**config.mk**
```make
export PLATFORM = sky130hd
export DESIGN_NAME = wdog_timer
export DESIGN_NICKNAME = d
export VERILOG_FILES = /design/src/rtl/wdt_pkg.sv /design/src/rtl/wdt_regfile.sv /design/src/rtl/wdt_tick_gen.sv /design/src/rtl/wdt_downcount.sv /design/src/rtl/wdog_timer.sv
export SDC_FILE = /design/constraint.sdc
export NUM_CORES = 1
export LEC_CHECK = 0
export BUFFER_PORTS_ARGS = -buffer_cell sky130_fd_sc_hd__buf_4
export CAP_MARGIN = 10
export CORE_ASPECT_RATIO = 1.4
export CORE_MARGIN = 2
export CORE_UTILIZATION = 53
export CTS_CLUSTER_SIZE = 16
export DETAILED_ROUTE_END_ITERATION = 8
export PLACE_DENSITY = 0.78
export SKIP_CTS_REPAIR_TIMING = 1
export SLEW_MARGIN = 20
export SYNTH_ARGS = -nofsm -noshare
export SYNTH_HDL_FRONTEND = slang
export SYNTH_HIERARCHICAL = 1
export SYNTH_SLANG_ARGS = --single-unit
```
**constraint.sdc**
```tcl
create_clock -name clk -period 2.1 [get_ports clk]
set_clock_uncertainty 0.05 [all_clocks]
set_input_delay 0.21 -clock clk [delete_from_list [all_inputs] [get_ports clk]]
set_output_delay 0.21 -clock clk [all_outputs]
set_load 0.03 [all_outputs]
```
**src/rtl/wdt_pkg.sv**
```systemverilog
package wdt_pkg;

  localparam int DATA_W     = 16;
  localparam int ADDR_W     = 2;
  localparam int PRE_W      = 8;
  localparam int SEL_W      = 2;

  // control word bit positions
  localparam int RSTEN_BIT  = 0;
  localparam int SEL_LSB    = 3;
  localparam int RUN_BIT    = 5;
  localparam int PRE_LSB    = 8;

  typedef enum logic [ADDR_W-1:0] {
    REG_CTRL   = 2'd0,
    REG_RELOAD = 2'd1,
    REG_COUNT  = 2'd2,
    REG_NONE   = 2'd3
  } reg_sel_e;

  typedef struct packed {
    logic             run;
    logic             rst_en;
    logic [SEL_W-1:0] sel;
    logic [PRE_W-1:0] pre;
  } ctrl_t;

  function automatic ctrl_t ctrl_unpack(input logic [DATA_W-1:0] w);
    ctrl_t c;
    c.run    = w[RUN_BIT];
    c.rst_en = w[RSTEN_BIT];
    c.sel    = w[SEL_LSB +: SEL_W];
    c.pre    = w[PRE_LSB +: PRE_W];
    return c;
  endfunction

  function automatic logic [DATA_W-1:0] ctrl_pack(input ctrl_t c);
    logic [DATA_W-1:0] w;
    w                    = '0;
    w[RUN_BIT]           = c.run;
    w[RSTEN_BIT]         = c.rst_en;
    w[SEL_LSB +: SEL_W]  = c.sel;
    w[PRE_LSB +: PRE_W]  = c.pre;
    return w;
  endfunction

endpackage

```
**src/rtl/wdt_regfile.sv**
```systemverilog
module wdt_regfile
  import wdt_pkg::*;
#(
  parameter int CNT_W = 16
) (
  input  logic                 clk,
  input  logic                 rst,
  input  logic                 wr,
  input  logic                 rd,
  input  logic [ADDR_W-1:0]    addr,
  input  logic [DATA_W-1:0]    wdata,
  input  logic [CNT_W-1:0]     cnt_i,
  output ctrl_t                ctrl_o,
  output logic [CNT_W-1:0]     reload_o,
  output logic                 kick_o,
  output logic [DATA_W-1:0]    rdata_o
);

  ctrl_t              ctrl_q;
  logic [CNT_W-1:0]   reload_q;
  logic [DATA_W-1:0]  rd_mux;
  logic               reload_open;
  reg_sel_e           sel_reg;

  assign sel_reg     = reg_sel_e'(addr);
  assign reload_open = !ctrl_q.run && !ctrl_q.rst_en;
  assign kick_o      = wr && (sel_reg == REG_COUNT);

  always_comb begin
    rd_mux = '0;
    case (sel_reg)
      REG_CTRL:   rd_mux = ctrl_pack(ctrl_q);
      REG_RELOAD: rd_mux = DATA_W'(reload_q);
      REG_COUNT:  rd_mux = DATA_W'(cnt_i);
      default:    rd_mux = '0;
    endcase
  end

  always_ff @(posedge clk) begin
    if (rst) begin
      ctrl_q   <= '0;
      reload_q <= '1;
      rdata_o  <= '0;
    end else begin
      if (wr && sel_reg == REG_CTRL)
        ctrl_q <= ctrl_unpack(wdata);
      if (wr && sel_reg == REG_RELOAD && reload_open)
        reload_q <= wdata[CNT_W-1:0];
      if (rd)
        rdata_o <= rd_mux;
    end
  end

  assign ctrl_o   = ctrl_q;
  assign reload_o = reload_q;

endmodule

```
**src/rtl/wdt_tick_gen.sv**
```systemverilog
module wdt_tick_gen #(
  parameter int PRE_W      = 8,
  parameter int SEL_W      = 2,
  parameter int BASE_SHIFT = 4
) (
  input  logic             clk,
  input  logic             rst,
  input  logic             run,
  input  logic             restart,
  input  logic [PRE_W-1:0] pre_div,
  input  logic [SEL_W-1:0] sel,
  output logic             tick
);

  localparam int NSEL  = 1 << SEL_W;
  localparam int DIV_W = BASE_SHIFT + NSEL - 1;

  logic [PRE_W-1:0] pre_q;
  logic [DIV_W-1:0] div_q;
  logic [DIV_W-1:0] lim_tab [NSEL];
  logic             pre_hit;
  logic             div_hit;
  logic             clr;

  genvar g;
  generate
    for (g = 0; g < NSEL; g++) begin : g_lim
      assign lim_tab[g] = DIV_W'((64'd1 << (BASE_SHIFT + g)) - 64'd1);
    end
  endgenerate

  assign clr     = !run || restart;
  assign pre_hit = run && (pre_q == pre_div);
  assign div_hit = (div_q == lim_tab[sel]);
  assign tick    = pre_hit && div_hit;

  always_ff @(posedge clk) begin
    if (rst || clr)
      pre_q <= '0;
    else if (pre_hit)
      pre_q <= '0;
    else
      pre_q <= pre_q + 1'b1;
  end

  always_ff @(posedge clk) begin
    if (rst || clr)
      div_q <= '0;
    else if (pre_hit)
      div_q <= div_hit ? '0 : div_q + 1'b1;
  end

endmodule

```
**src/rtl/wdt_downcount.sv**
```systemverilog
module wdt_downcount #(
  parameter int CNT_W = 16
) (
  input  logic             clk,
  input  logic             rst,
  input  logic             run,
  input  logic             arm,
  input  logic             tick,
  input  logic             load,
  input  logic [CNT_W-1:0] load_val,
  input  logic [CNT_W-1:0] reload,
  output logic [CNT_W-1:0] cnt,
  output logic             pulse
);

  logic at_zero;
  assign at_zero = (cnt == '0);

  always_ff @(posedge clk) begin
    if (rst) begin
      cnt   <= '1;
      pulse <= 1'b0;
    end else begin
      pulse <= 1'b0;
      if (load) begin
        cnt <= load_val;
      end else if (run && tick) begin
        if (at_zero) begin
          cnt   <= reload;
          pulse <= arm;
        end else begin
          cnt <= cnt - 1'b1;
        end
      end
    end
  end

endmodule

```
**src/rtl/wdog_timer.sv**
```systemverilog
module wdog_timer
  import wdt_pkg::*;
#(
  parameter int CNT_W      = 16,
  parameter int BASE_SHIFT = 4
) (
  input  logic        clk,
  input  logic        rst,
  input  logic        reg_wr,
  input  logic        reg_rd,
  input  logic [1:0]  reg_addr,
  input  logic [15:0] reg_wdata,
  output logic [15:0] reg_rdata,
  output logic        wdt_rst_pulse
);

  ctrl_t            ctrl_q;
  logic [CNT_W-1:0] reload_q;
  logic [CNT_W-1:0] cnt_q;
  logic             kick;
  logic             tick;
  logic             ctrl_en;
  logic             ctrl_rst_en;

  assign ctrl_en     = ctrl_q.run;
  assign ctrl_rst_en = ctrl_q.rst_en;

  wdt_regfile #(.CNT_W(CNT_W)) u_regs (
    .clk      (clk),
    .rst      (rst),
    .wr       (reg_wr),
    .rd       (reg_rd),
    .addr     (reg_addr),
    .wdata    (reg_wdata),
    .cnt_i    (cnt_q),
    .ctrl_o   (ctrl_q),
    .reload_o (reload_q),
    .kick_o   (kick),
    .rdata_o  (reg_rdata)
  );

  wdt_tick_gen #(
    .PRE_W      (PRE_W),
    .SEL_W      (SEL_W),
    .BASE_SHIFT (BASE_SHIFT)
  ) u_tick (
    .clk     (clk),
    .rst     (rst),
    .run     (ctrl_en),
    .restart (kick),
    .pre_div (ctrl_q.pre),
    .sel     (ctrl_q.sel),
    .tick    (tick)
  );

  wdt_downcount #(.CNT_W(CNT_W)) u_cnt (
    .clk      (clk),
    .rst      (rst),
    .run      (ctrl_en),
    .arm      (ctrl_rst_en),
    .tick     (tick),
    .load     (kick),
    .load_val (reg_wdata[CNT_W-1:0]),
    .reload   (reload_q),
    .cnt      (cnt_q),
    .pulse    (wdt_rst_pulse)
  );

endmodule

```
# [After elaboration in Yosys (flattened, before gate mapping)]
# Cells that the tools add are included.
[totals] out_inout_bits=17 word_cells=46 reg_bits=76 input_bits=22
[op_classes] n_bitwise=3 magnitude_cmp=1 addsub=3 eq_ne=4 mux=8 n_reduce_logical=17
[op_table] op="16-bit two-way mux" count=3
[op_table] op="16-bit one-hot mux with 3 select lines" count=1
[op_table] op="7-bit two-way mux" count=3
[op_table] op="16-bit zero test" count=1
[op_table] op="16-bit by 1-bit subtractor with 16-bit output (second input constant)" count=1
[op_table] op="7-bit binary-select mux with 2-bit select" count=1
[op_table] op="8-bit by 1-bit adder with 8-bit output (second input constant)" count=1
[op_table] op="8-bit == test" count=1
[op_table] op="1-bit logical AND" count=8
[op_table] op="7-bit by 1-bit adder with 7-bit output (second input constant)" count=1
[op_table] op="7-bit == test" count=1
[op_table] op="4-bit OR reduction" count=1
[op_table] op="3-bit greater-or-equal comparator (second input constant)" count=1
[op_table] op="2-bit NOT with 3-bit output" count=1
[op_table] op="2-bit by 1-bit == test with 1-bit output (second input constant)" count=1
[op_table] op="2-bit == test (second input constant)" count=1
[op_table] op="1-bit zero test" count=2
[op_table] op="2-bit zero test" count=1
[op_table] op="1-bit logical OR" count=2
[op_table] op="1-bit NOT" count=2
[op_table] op="2-bit nonzero test" count=1
[op_table] op="2-bit OR reduction" count=1

# [Depth between registers and ports, before layout]
# Gate-level depths: netlist of the first run.
[logic_depth] depth_word=9 mapped_depth=10

# [Hierarchy]
# The synthesis of the first run kept the hierarchy.
[modules_own_cells] mod="wdt_regfile" cells_per_inst=198 seq_area_each_um2=880.8 n_inst=1 area_each_um2=1918.1
[modules_own_cells] mod="wdt_downcount" cells_per_inst=144 seq_area_each_um2=340.3 n_inst=1 area_each_um2=1193.6
[modules_own_cells] mod="wdt_tick_gen" cells_per_inst=93 seq_area_each_um2=300.3 n_inst=1 area_each_um2=790.8

# [Least setup slack after synthesis of the first run]
# Ideal clock, no wire load.
[synth_path] kind="input to register" start="input reg_addr[1]" end="register u_cnt.cnt[10]" path_buffers=4 slack_ps=-106 t_arrival_ps=2025 required_time_ps=1919 stages=9 cell_sequence="buf_6 buf_2 nor2b_1 and2_1 clkbuf_1 a21oi_1 dlygate4sd1_1 a221oi_1 o21ai_0"
[synth_via] elab_chain_cells=3 elab_cells_between_ends=4
[synth_lines] element="from (decl)" line_no="wdog_timer.sv:11" source="input logic [1:0] reg_addr,"
[synth_lines] element="2-bit == test (*)" line_no="wdt_regfile.sv:27" source="assign kick_o = wr && (sel_reg == REG_COUNT);"
[synth_lines] element="1-bit logical AND (*)" line_no="wdt_regfile.sv:27"
[synth_lines] element="net kick" line_no="wdog_timer.sv:20" source="logic kick;"
[synth_lines] element="16-bit two-way mux or 2-bit nonzero test (tied branches)"
[synth_lines] element="to (signal assigned)" line_no="wdt_downcount.sv:26" source="cnt <= load_val;"
[synth_lines] element="to (signal assigned)" line_no="wdt_downcount.sv:29" source="cnt <= reload;"
[synth_lines] element="to (signal assigned)" line_no="wdt_downcount.sv:32" source="cnt <= cnt - 1'b1;"
[synth_lines] element="to (decl)" line_no="wdt_downcount.sv:12" source="output logic [CNT_W-1:0] cnt,"
# Mark *: on every way through the listed nets, which the timed path passes. The rest lies on a longest branch.
# A chain may end at the register's enable or synchronous reset.

# [Worst setup path after layout of the first run]
[layout_path] start="register u_regs/ctrl_o[9] (netlist name)" end="register u_cnt.cnt[7]"
[layout_via] elab_chain_cells=8
[layout_lines] element="2-bit NOT with 3-bit output (not written as such)" line_no="wdt_tick_gen.sv:34" source="assign div_hit = (div_q == lim_tab[sel]);"
[layout_lines] element="7-bit binary-select mux with 2-bit select" line_no="wdt_tick_gen.sv:34"
[layout_lines] element="7-bit two-way mux (not written as such) (2 in a row)" line_no="wdt_tick_gen.sv:34"
[layout_lines] element="7-bit == test" line_no="wdt_tick_gen.sv:34"
[layout_lines] element="1-bit logical AND" line_no="wdt_tick_gen.sv:35" source="assign tick = pre_hit && div_hit;"
[layout_lines] element="net tick" line_no="wdog_timer.sv:21" source="logic tick;"
[layout_lines] element="1-bit logical AND" line_no="wdt_downcount.sv:27" source="end else if (run && tick) begin"
[layout_lines] element="2-bit nonzero test (no line)"
# The timed path passes the listed nets, and every way through them passes these cells. The select of a mux whose other input is x is not followed.

==> run_results.csv, run 1 <==
group,metric,value,unit
finish,mostFrequentLayoutCell,"buf_4",
pwr,power.density,713.9,nW/µm²
critical_path,path_buf_inv,1,
finish,final_cells,595,
placed_design,dp_hpwl,7159,µm
logic_synthesis,postSynth.asyncResetShare,0,%
die,fp.dieH,105.5,µm
placed_design,place_area,4436,µm²
critical_path,crit_path_end_kind,"register",
logic_synthesis,yosys.area.top_type,"dfxtp_1",
timing,setup-violations-final,0,
timing,period_needed,2.062,ns
finish,antennaDiodeCount,0,
logic_synthesis,ys_top_cells_by_area,"dfxtp_1, mux2i_1, nor2_1",
clock_tree,clkLatencyLatePin,0.35,ns
global_routing,grt_pass1_wl,17030,µm
global_routing,antenna_found_initial,0,
clock_tree,cts_sinks,76,
timing,rsz0062_at_grt,"true",
finish,n_fill_cell,605,
pwr,ir_drop,0.0004773,V
critical_path,critPathSlowestCell,"dfxtp_4",
logic_synthesis,synth_edf_count,0,
logic_synthesis,synth_seq_cells,76,
logic_synthesis,synth_area,3902,µm²
finish,drive_gt1_share,27.91,%
global_routing,grt_max_degree,34,
logic_synthesis,ys.warnings.count,6,
finish,multiInputGateArea,2293,µm²
placed_design,dp_cells,578,
timing,drv_slew,0,
timing,slew_headroom,52.98,%
die,ios,39,
logic_synthesis,syn-num-nets,461,
logic_synthesis,ys_types,53,
clock_tree,cts_root_buf,"clkbuf_8",
finish,layout_common_cells,"buf_4, dfxtp_1, nor2_1",
logic_synthesis,netlist_instances,435,
placed_design,numPortBuffers,38,
clock_tree,cts_made_buffers,9,
die,coreArea,7268,µm²
timing,fin_crit_sh,98.17,%
logic_synthesis,yosysTopAreaCellShare,38.99,%
outcome,status,"completed",
critical_path,critPathKind,"reg -> reg",
finish,register_area,1530,µm²
critical_path,cp.required,2.28,ns
drt,dr.pass1.iters,5,
critical_path,startpoint_type,"register",
finish,fin_area,4828,µm²
logic_synthesis,synthFlopType,"dfxtp_1",
critical_path,critPathMaxFanout,8,
drt,totalWireLength,10300,µm
critical_path,path_cells,"nor4bb_4 -> nor2_2 -> a31oi_4 -> and2_4 -> a21oi_1 -> buf_4 -> a221oi_1 -> o21ai_0",
placed_design,gp_congestion,0.9325,
die,initial_core_util,53.69,%
global_routing,grt_usage,26.01,%
global_routing,grt_overflow,0,
drt,drc_errors,0,
pwr,total_power,0.003447,W
clock_tree,clockBufferDepth,2,
logic_synthesis,syn_area_per_cell,8.971,µm²
finish,nNetsFinal,519,
finish,syn2layout_area_growth,23.73,%
drt,antenna_left,0,
die,die_x,76.52,µm
drt,drtIter0Drc,211,
timing,fmax,485.1,MHz
critical_path,arrival,2.24,ns
clock_tree,clk_pin_slew,0.08,ns
critical_path,max_stage_delay,0.39,ns
timing,hold_viol,0,
global_routing,grt_pass1_vias,3639,
drt,routedWlPerCell,17.32,µm
clock_tree,htreeDepth,3,
timing,worstMarginPinSlew,0.7053,ns
logic_synthesis,synth-seq-area-share,38.99,%
die,die-area,8075,µm²
critical_path,crit_family,"compound AO/OA/AOI/OAI gates",
pwr,p_leak,1.834,nW
clock_tree,cts_tree,"yes",
worst_hold_path,hold_path.class,"in -> reg",
run,maxCapViolCount,0,
drt,routed_via_density,6.175,
die,fp-row-count,37,
drt,vias,3674,
[power by group]
group          switching [W]  leakage (nW)  total (W)  internal [W]
Sequential         0.0000586         0.625    0.00156       0.00150
Clock               0.000557         0.127    0.00147      0.000912
Combinational       0.000231          1.08   0.000417      0.000186
[logic make-up after synthesis]
kind of cell    after synthesis  share of synthesized area, %
compound gates               95                         17.73
xor+xnor                     26                         5.835
flops                        76                         38.99
fa+ha+maj                     4                         1.283
mux                          28                         7.182
buf+inv                      38                         5.451
simple gates                168                         23.53
[area by class of cell]
cell class                 instances  area share (%)
clock buffer                      10           2.643
clock inverter                     6           2.825
inverter                           5          0.3887
multi-input combinational        321           47.50
sequential                        76           31.69
tap                               97           2.514
timing repair buffer              80           12.44
[Yosys cell counts (all sizes together), types with 3 or more instances]
master / number
buf: 13
xnor2: 18
clkbuf: 18
xor2: 8
nor2: 44
nand2: 29
mux2i: 28
inv: 5
dfxtp: 76
or3: 5
a21oi: 5
a211oi: 5
nor4: 9
or2: 13
a311oi: 12
nand2b: 3
nor3: 9
o21ai: 27
nor3b: 20
a22oi: 4
a211o: 16
a221oi: 15
ha: 4
nand4: 4
or4: 3
nand3: 11
and3: 5
[layer usage]
layer / GRT usage, % / wire [µm]
met5: 0 / 0
met1: 30.27 / 4049
met4: 11.43 / 303
met2: 46.33 / 5374
met3: 4.709 / 576
[sequential cells by signal (all words and copies together), names as in the netlist]
signal,flops
u_cnt/cnt,16
u_cnt/pulse,1
u_regs/ctrl_o,12
u_regs/rdata_o,16
u_regs/reload_o,16
u_tick/div_q,7
u_tick/pre_q,8
[tightest hold or removal path, delay by kind of cell]
| family | cells | cell delay, ns |
|---|---|---|
| AO/OA/AOI/OAI | 2 | 0.11 |
| buffers and inverters | 1 | 0.09 |
[worst paths after layout]
kind	from	endpoint	slack, ns	depth (start not counted)
worst max-delay path	u_regs/ctrl_o[9]$_SDFFE_PP0P_	u_cnt/cnt[7]$_SDFFE_PP1P_	0.04	8
worst min-delay path	reg_wdata[1]	u_cnt/cnt[1]$_SDFFE_PP1P_	0.05	3
worst max register to register	u_regs/ctrl_o[9]$_SDFFE_PP0P_	u_cnt/cnt[7]$_SDFFE_PP1P_	0.04	8
worst min register to register	u_tick/div_q[1]$_SDFFE_PP0P_	u_tick/div_q[1]$_SDFFE_PP0P_	0.43	2
[per-stage QoR]
| step | utilization, % | worst slack, ns | hold slack, ns | TNS (ns) |
|---|---|---|---|---|
| floorplan | - | 0.1000 | 0.3066 | 0 |
| global placement | 61.03 | -0.07357 | 0.4050 | -0.8196 |
| detailed placement | 61.03 | -0.2102 | 0.4129 | -3.091 |
| CTS | 64.66 | -0.3585 | 0.04271 | -3.984 |
| global route | 66.43 | -0.08361 | 0.07143 | -0.8117 |
| finish | 66.43 | 0.03848 | 0.05241 | 0 |
Power figures use the tool's default switching activity.
==> run 2: changes to the inputs <==
==> constraint.sdc (replaced) <==
create_clock -name clk -period 2.1 [get_ports clk]
set_clock_uncertainty 0.05 [all_clocks]
set_input_delay 0.42 -clock clk [delete_from_list [all_inputs] [get_ports clk]]
set_output_delay 0.42 -clock clk [all_outputs]
set_load 0.03 [all_outputs]
==> run_results.csv, run 2 (synthesis results as in run 1) <==
group,metric,value,unit
critical_path,worstSetupStartpoint,"u_tick/div_q[5]$_SDFFE_PP0P_",
timing,worstMarginPinSlew,0.6739,ns
die,initial_core_util,53.69,%
finish,mostFrequentLayoutCell,"buf_4",
worst_hold_path,hold_start,"reg_wdata[1]",
finish,antennaDiodeCount,0,
clock_tree,cts_root_buf,"clkbuf_8",
drt,totalWireLength,10380,µm
finish,drive_gt1_share,27.91,%
timing,worst_slack,-0.0009202,ns
global_routing,grt_max_degree,34,
die,coreArea,7268,µm²
finish,syn2layout_area_growth,22.76,%
global_routing,grt_overflow,0,
timing,fmax,476.0,MHz
critical_path,critPathKind,"reg -> reg",
critical_path,crit_path_end_kind,"register",
pwr,ir_drop,0.0005391,V
outcome,status,"complete, but fails checks",
worst_hold_path,hold_path.class,"in -> reg",
die,die_x,76.52,µm
timing,fin_crit_sh,100.0,%
finish,nNetsFinal,519,
drt,routedWlPerCell,17.44,µm
drt,drc_errors,0,
timing,period_needed,2.101,ns
critical_path,arrival,2.28,ns
die,die-area,8075,µm²
timing,setup-violations-final,1,
drt,drtIter0Drc,277,
global_routing,grt_usage,25.39,%
clock_tree,cts_tree,"yes",
timing,drv_slew,0,
global_routing,grt_pass1_vias,3488,
finish,final_cells,595,
clock_tree,cts_sinks,76,
die,ios,39,
global_routing,grt_pass1_wl,16440,µm
drt,routed_via_density,6.138,
die,fp-row-count,37,
pwr,power.density,653.5,nW/µm²
critical_path,cp.required,2.28,ns
clock_tree,htreeDepth,3,
outcome,failed_checks,"negative setup slack",
global_routing,antenna_found_initial,0,
die,fp.dieH,105.5,µm
timing,slew_headroom,55.07,%
drt,antenna_left,0,
clock_tree,clk_pin_slew,0.08,ns
placed_design,gp_congestion,0.9418,
finish,layout_common_cells,"buf_4, dfxtp_1, nor2_1",
critical_path,startpoint_type,"register",
drt,dr.pass1.iters,6,
timing,hold_viol,0,
drt,vias,3652,
clock_tree,clkLatencyLatePin,0.36,ns
finish,fin_util,65.92,%
placed_design,numPortBuffers,38,
critical_path,critPathMaxFanout,5,
placed_design,dp_hpwl,7212,µm
clock_tree,cts_made_buffers,9,
pwr,p_leak,1.826,nW
clock_tree,clockBufferDepth,2,
critical_path,r2r_start,"u_tick/div_q[5]$_SDFFE_PP0P_",
placed_design,dp_cells,579,
run,maxCapViolCount,0,
-- run 2: metal layers --
metal | GRT usage [%] | part of all wire [%] | wire length [µm]
met1 | 28.99 | 40 | 4130
met2 | 44.12 | 51 | 5326
met3 | 5.308 | 5.1 | 529
met4 | 13.64 | 3.7 | 389
met5 | 0 | 0 | 0
-- run 2: final cells by class --
cell class                 instances  area, µm²
fill                             584       2477
multi-input combinational        321       2312
sequential                        76       1523
timing repair buffer              80      613.1
clock buffer                      12      155.1
tap                               97      121.4
clock inverter                     4      47.55
inverter                           5      18.77
-- run 2: worst max-delay path, stage by stage (launching register included) --
cell      delay (ns)
dfxtp_1         0.43
nor4bb_2        0.28
nor2_1          0.08
a31oi_1         0.22
and2_4          0.21
nand2_2         0.11
a211oi_1        0.24
nand2_1         0.09
o221ai_1        0.12
o21ai_1         0.14
-- run 2: where the power goes --
group	total (W)	switching (W)	internal [W]
clock	0.00114	0.000528	0.000610
sequential	0.00157	0.0000628	0.00150
combinational	0.000427	0.000235	0.000192
-- run 2: path summary, 6_finish.rpt --
kind                                     endpoint  slack (ns)  cells past startpoint
setup / recovery       u_cnt/cnt[12]$_SDFFE_PP1P_     -0.0009                      9
hold / removal          u_cnt/cnt[1]$_SDFFE_PP1P_        0.25                      3
setup reg to reg       u_cnt/cnt[12]$_SDFFE_PP1P_     -0.0009                      9
hold reg to reg   u_regs/rdata_o[13]$_SDFFE_PP0P_        0.44                      2
-- run 2: metrics by stage --
stage	setup slack [ns]	instance area, µm²	hold WS (ns)	setup TNS, ns	total power [W]
final	-0.0009202	4791	0.2492	-0.0009202	0.003131
after global routing	-0.06787	4791	0.2526	-0.3516	0.003250
after CTS	-0.08512	4663	0.2519	-0.1111	0.003124
after detailed placement	-0.004400	4461	0.4237	-0.004400	0.001999
after global placement	0.03567	4461	0.4166	0	0.001989
after floorplan	0.02221	3920	0.3864	0	0.001845
